[config.mk]
export PLATFORM = sky130hd
export DESIGN_NAME = trig_out_sel
export DESIGN_NICKNAME = d
export VERILOG_FILES = /design/src/rtl/trig_pkg.sv /design/src/rtl/trig_mode_reg.sv /design/src/rtl/trig_edge_hist.sv /design/src/rtl/trig_src_mux.sv /design/src/rtl/trig_out_sel.sv
export SDC_FILE = /design/constraint.sdc
export NUM_CORES = 1
export LEC_CHECK = 0
export BUFFER_PORTS_ARGS = -buffer_cell sky130_fd_sc_hd__buf_2
export CORE_AREA = 2 2 39 41
export DETAILED_ROUTE_END_ITERATION = 12
export DIE_AREA = 0 0 41 43
export PLACE_DENSITY = 0.7
export SLEW_MARGIN = 20
export SYNTH_ARGS = -nofsm -noshare
export SYNTH_HDL_FRONTEND = slang
export SYNTH_SLANG_ARGS = --single-unit
[constraint.sdc]
create_clock -name clk_i -period 1.93 [get_ports clk_i]
set_input_delay 0.579 -clock clk_i [delete_from_list [all_inputs] [get_ports clk_i]]
set_output_delay 0.579 -clock clk_i [all_outputs]
set_load 0.05 [all_outputs]
[src/rtl/trig_pkg.sv]
package trig_pkg;
  localparam int MODE_W   = 4;
  localparam int NUM_REFS = 6;

  typedef enum logic [MODE_W-1:0] {
    M_SWGEN    = 4'd0,
    M_CNTEN    = 4'd1,
    M_UPDATE   = 4'd2,
    M_CC1PULSE = 4'd3,
    M_REF1     = 4'd4,
    M_REF2     = 4'd5,
    M_REF3     = 4'd6,
    M_REF4     = 4'd7,
    M_REF5     = 4'd8,
    M_REF6     = 4'd9,
    M_BOTH4    = 4'd10,
    M_BOTH6    = 4'd11,
    M_R4_R6    = 4'd12,
    M_R4_F6    = 4'd13,
    M_R5_R6    = 4'd14,
    M_R5_F6    = 4'd15
  } trig_mode_e;

  typedef struct packed {
    logic sw_gen;
    logic cnt_en;
    logic upd_evt;
    logic cc1_evt;
  } trig_evt_t;
endpackage

[src/rtl/trig_mode_reg.sv]
module trig_mode_reg
  import trig_pkg::*;
(
  input  logic              clk_i,
  input  logic              rst_ni,
  input  logic              we_i,
  input  logic [MODE_W-1:0] wdata_i,
  output trig_mode_e        mode_o
);
  trig_mode_e mode_q;

  always_ff @(posedge clk_i or negedge rst_ni) begin
    if (!rst_ni)   mode_q <= M_SWGEN;
    else if (we_i) mode_q <= trig_mode_e'(wdata_i);
  end

  assign mode_o = mode_q;
endmodule

[src/rtl/trig_edge_hist.sv]
module trig_edge_hist #(
  parameter int N = 6
) (
  input  logic         clk_i,
  input  logic         rst_ni,
  input  logic [N-1:0] ref_i,
  output logic [N-1:0] rise_o,
  output logic [N-1:0] fall_o
);
  logic [N-1:0] hist_q;

  // history runs in every mode so a mode switch sees only real edges
  always_ff @(posedge clk_i or negedge rst_ni) begin
    if (!rst_ni) hist_q <= '0;
    else         hist_q <= ref_i;
  end

  for (genvar g = 0; g < N; g++) begin : g_edge
    assign rise_o[g] =  ref_i[g] & ~hist_q[g];
    assign fall_o[g] = ~ref_i[g] &  hist_q[g];
  end
endmodule

[src/rtl/trig_src_mux.sv]
module trig_src_mux
  import trig_pkg::*;
(
  input  trig_mode_e          mode_i,
  input  trig_evt_t           evt_i,
  input  logic [NUM_REFS-1:0] ref_i,
  input  logic [NUM_REFS-1:0] rise_i,
  input  logic [NUM_REFS-1:0] fall_i,
  output logic                sel_o
);
  localparam int I4 = 3;
  localparam int I5 = 4;
  localparam int I6 = 5;

  always_comb begin
    unique case (mode_i)
      M_SWGEN:    sel_o = evt_i.sw_gen;
      M_CNTEN:    sel_o = evt_i.cnt_en;
      M_UPDATE:   sel_o = evt_i.upd_evt;
      M_CC1PULSE: sel_o = evt_i.cc1_evt;
      M_REF1:     sel_o = ref_i[0];
      M_REF2:     sel_o = ref_i[1];
      M_REF3:     sel_o = ref_i[2];
      M_REF4:     sel_o = ref_i[I4];
      M_REF5:     sel_o = ref_i[I5];
      M_REF6:     sel_o = ref_i[I6];
      M_BOTH4:    sel_o = rise_i[I4] | fall_i[I4];
      M_BOTH6:    sel_o = rise_i[I6] | fall_i[I6];
      M_R4_R6:    sel_o = rise_i[I4] | rise_i[I6];
      M_R4_F6:    sel_o = rise_i[I4] | fall_i[I6];
      M_R5_R6:    sel_o = rise_i[I5] | rise_i[I6];
      M_R5_F6:    sel_o = rise_i[I5] | fall_i[I6];
      default:    sel_o = 1'b0;
    endcase
  end
endmodule

[src/rtl/trig_out_sel.sv]
module trig_out_sel
  import trig_pkg::*;
(
  input  logic                clk_i,
  input  logic                rst_ni,
  input  logic                mode_we_i,
  input  logic [MODE_W-1:0]   mode_wdata_i,
  input  logic                sw_gen_i,
  input  logic                cnt_en_i,
  input  logic                upd_evt_i,
  input  logic                cc1_evt_i,
  input  logic [NUM_REFS-1:0] oc_ref_i,
  output logic                trig_o
);
  trig_mode_e          mode_q;
  trig_evt_t           evt;
  logic [NUM_REFS-1:0] rise, fall;
  logic                sel;
  logic                trig_q;

  trig_mode_reg u_mode (
    .clk_i   (clk_i),
    .rst_ni  (rst_ni),
    .we_i    (mode_we_i),
    .wdata_i (mode_wdata_i),
    .mode_o  (mode_q)
  );

  trig_edge_hist #(.N(NUM_REFS)) u_hist (
    .clk_i  (clk_i),
    .rst_ni (rst_ni),
    .ref_i  (oc_ref_i),
    .rise_o (rise),
    .fall_o (fall)
  );

  assign evt = '{sw_gen: sw_gen_i, cnt_en: cnt_en_i,
                 upd_evt: upd_evt_i, cc1_evt: cc1_evt_i};

  trig_src_mux u_mux (
    .mode_i (mode_q),
    .evt_i  (evt),
    .ref_i  (oc_ref_i),
    .rise_i (rise),
    .fall_i (fall),
    .sel_o  (sel)
  );

  always_ff @(posedge clk_i or negedge rst_ni) begin
    if (!rst_ni) trig_q <= 1'b0;
    else         trig_q <= sel;
  end

  assign trig_o = trig_q;
endmodule

==> out/metrics.cfg <==
[power]
power_uw = 439
power.density_mw_per_mm2 = 763
power_leakage_nw = 0.278
ir_drop_uv = 303

[detailed_routing]
num_vias = 393
drtIter0Drc = 4
avgViaCountPerCell = 5.10
wl_per_cell_um = 11.8
wl_um = 911
ant_nets = 0
firstDrtPassIters = 4
drc = 0

[timing]
period_share_pct = 77.2
drv_slew = 0
period_needed_ns = 1.49
worst_slack_ns = 0.439
rsz0062_at_grt = no
hold_ws_ns = 0.144
relSlewSlack_pct = 77.0
setup_viol = 0
tns_ns = 0
finClkSkew_ns = 0.00556
fmax_ghz = 0.671
tightest_slew_ns = 0.337
hold_viol_final = 0

[die]
ios = 18
core_sq_mm = 0.00138
die_area_sq_mm = 0.00176
die_h_um = 43
initial_utilization_pct = 33.7
die_w_um = 41
placementRows = 14

[cts]
cts_tree = done
cts-root-buf = clkbuf_4
cts_buffers = 3
post_cts_resized = 0
post-cts-setup-buffer-count = 0
clkSinkCount = 8
clk_latency_ns = 0.26
htreeDepth = 1
clkTransAtPathRegs_ns = 0.06
clockBufferDepth = 2
hold_buffers = 0

[synth]
ys_ff_latch = 8
synth_cells = 44
ys_seq_area_share_pct = 42.9
synth_area_sq_um = 467
synth_top_flop_cell = dfrtp_1
ys_async_sr_fraction_pct = 100
synth_enable_flop_cells = 0
syn-num-nets = 63
synthDistinctLibCells = 20
avgSynthCellArea_sq_um = 10.6
ys_warn_count = 0

[worst_setup_path]
crit_path_max_fanout = 4
setup.worst_path.end_class = register
crit_type = input port to register
reg2reg_slack_ns = 0.55
arrival_ns = 1.68
r2r_end = trig_o
reg2regPathDepth = 4
cp-start-kind = input port
cp.required_ns = 2.11
crit_path_start = oc_ref_i[5]
timing.rr.start = u_hist.hist_q[5]
endpoint = trig_o

[cells_and_area]
area_delta_synth_final_pct = 23.3
antenna_cells = 0
layout.nets = 82
fin_area_sq_um = 576
mostFrequentLayoutCell = buf_2
layout-drive-gt1-share_pct = 41.0
layout_common_cells = buf_2, dfrtp_1, nand2_1

[outcome]
outcome = completed

[global_route]
gr-usage-all-layers_pct = 14.0
grt_max_degree = 11
grt_pass1_wl_um = 1620
grt_pass1_vias = 368
grt.overflow.total = 0
antenna_found_initial = 0

[placement]
dpl-instance-area_sq_um = 553
numPortBuffers = 17
gp_congestion = 0.727
pre_cts_ws_ns = 0.178

[flow_run]
cap_violations = 0

[min_path]
holdCritPathClass = input port to asynchronous set/reset pin

-- flip-flops by register name, indices dropped and copies added (netlist names) --
register       count
u_hist.hist_q      3
u_mode.mode_o      4
trig_o             1
-- where the power goes --
part           total, mW  switching (mW)  internal, mW
combinational     0.0980          0.0503        0.0477
clock              0.135          0.0636        0.0716
sequential         0.206          0.0218         0.184
total              0.439           0.136         0.303
-- worst min path at each step --
| stage | from | to | slack (ns) | cells past startpoint |
|---|---|---|---|---|
| floorplan | rst_ni | trig_o | 0.28 | 0 |
| global placement | rst_ni | u_hist.hist_q[3] | 0.43 | 1 |
| detailed placement | rst_ni | u_hist.hist_q[3] | 0.43 | 1 |
| CTS | rst_ni | u_hist.hist_q[3] | 0.15 | 1 |
| global route | rst_ni | u_hist.hist_q[5] | 0.16 | 1 |
| finish | rst_ni | u_mode.mode_o[2] | 0.14 | 1 |
-- cells in the mapped netlist (2+ instances only) --
cell,number,area (sq um)
dfrtp_1,8,200
mux2i_1,3,30.0
mux2_2,3,33.8
ha_1,2,25.0
nor2_1,2,7.51
nand2_1,6,22.5
clkbuf_1,2,7.51
inv_1,3,11.3
o21ai_0,4,20.0
-- metal layers --
layer | share of wire [%] | wire length (um) | track usage (%) | vias up
met1 | 45 | 409 | 20.4 | 187
met2 | 44 | 398 | 17.5 | 13
met4 | 3.2 | 29 | 10.0 | 0
met5 | 0 | 0 | 0 | -
met3 | 8.0 | 73 | 3.14 | 3
li1 | - | - | - | 190
-- worst max-delay path, cell delays in order --
cell and delay (ns):
buf_2 0.11, inv_1 0.06, ha_1 0.29, a2111oi_0 0.39, o21ai_0 0.18, o221ai_2 0.08
-- cell families (layout without fill, tap and decap cells) --
group | Yosys count | count (layout) | synth area share (%)
AND/OR/NAND/NOR | 11 | 11 | 11.0
AO/OA/AOI/OAI | 9 | 9 | 13.9
flip-flops | 8 | 8 | 42.9
multiplexers | 7 | 7 | 18.5
buffers and inverters | 6 | 23 | 6.43
adder cells (fa/ha/maj) | 2 | 2 | 5.36
XOR/XNOR | 1 | 1 | 1.88
-- per-stage QoR --
stage               util, %  cells
CTS                    41.6     77
floorplan                 -     44
finish                 41.6     77
detailed placement     40.0     74
global placement       40.0     74
global route           41.6     77
-- layout make-up --
type	instances	area, sq um
fillers	141	808
multi-input cells	30	236
flip-flops and latches	8	200
repair buffers	17	85.1
clock buffers	3	22.5
well taps	16	20.0
inverters	3	11.3
Power figures use the tool's default switching activity.
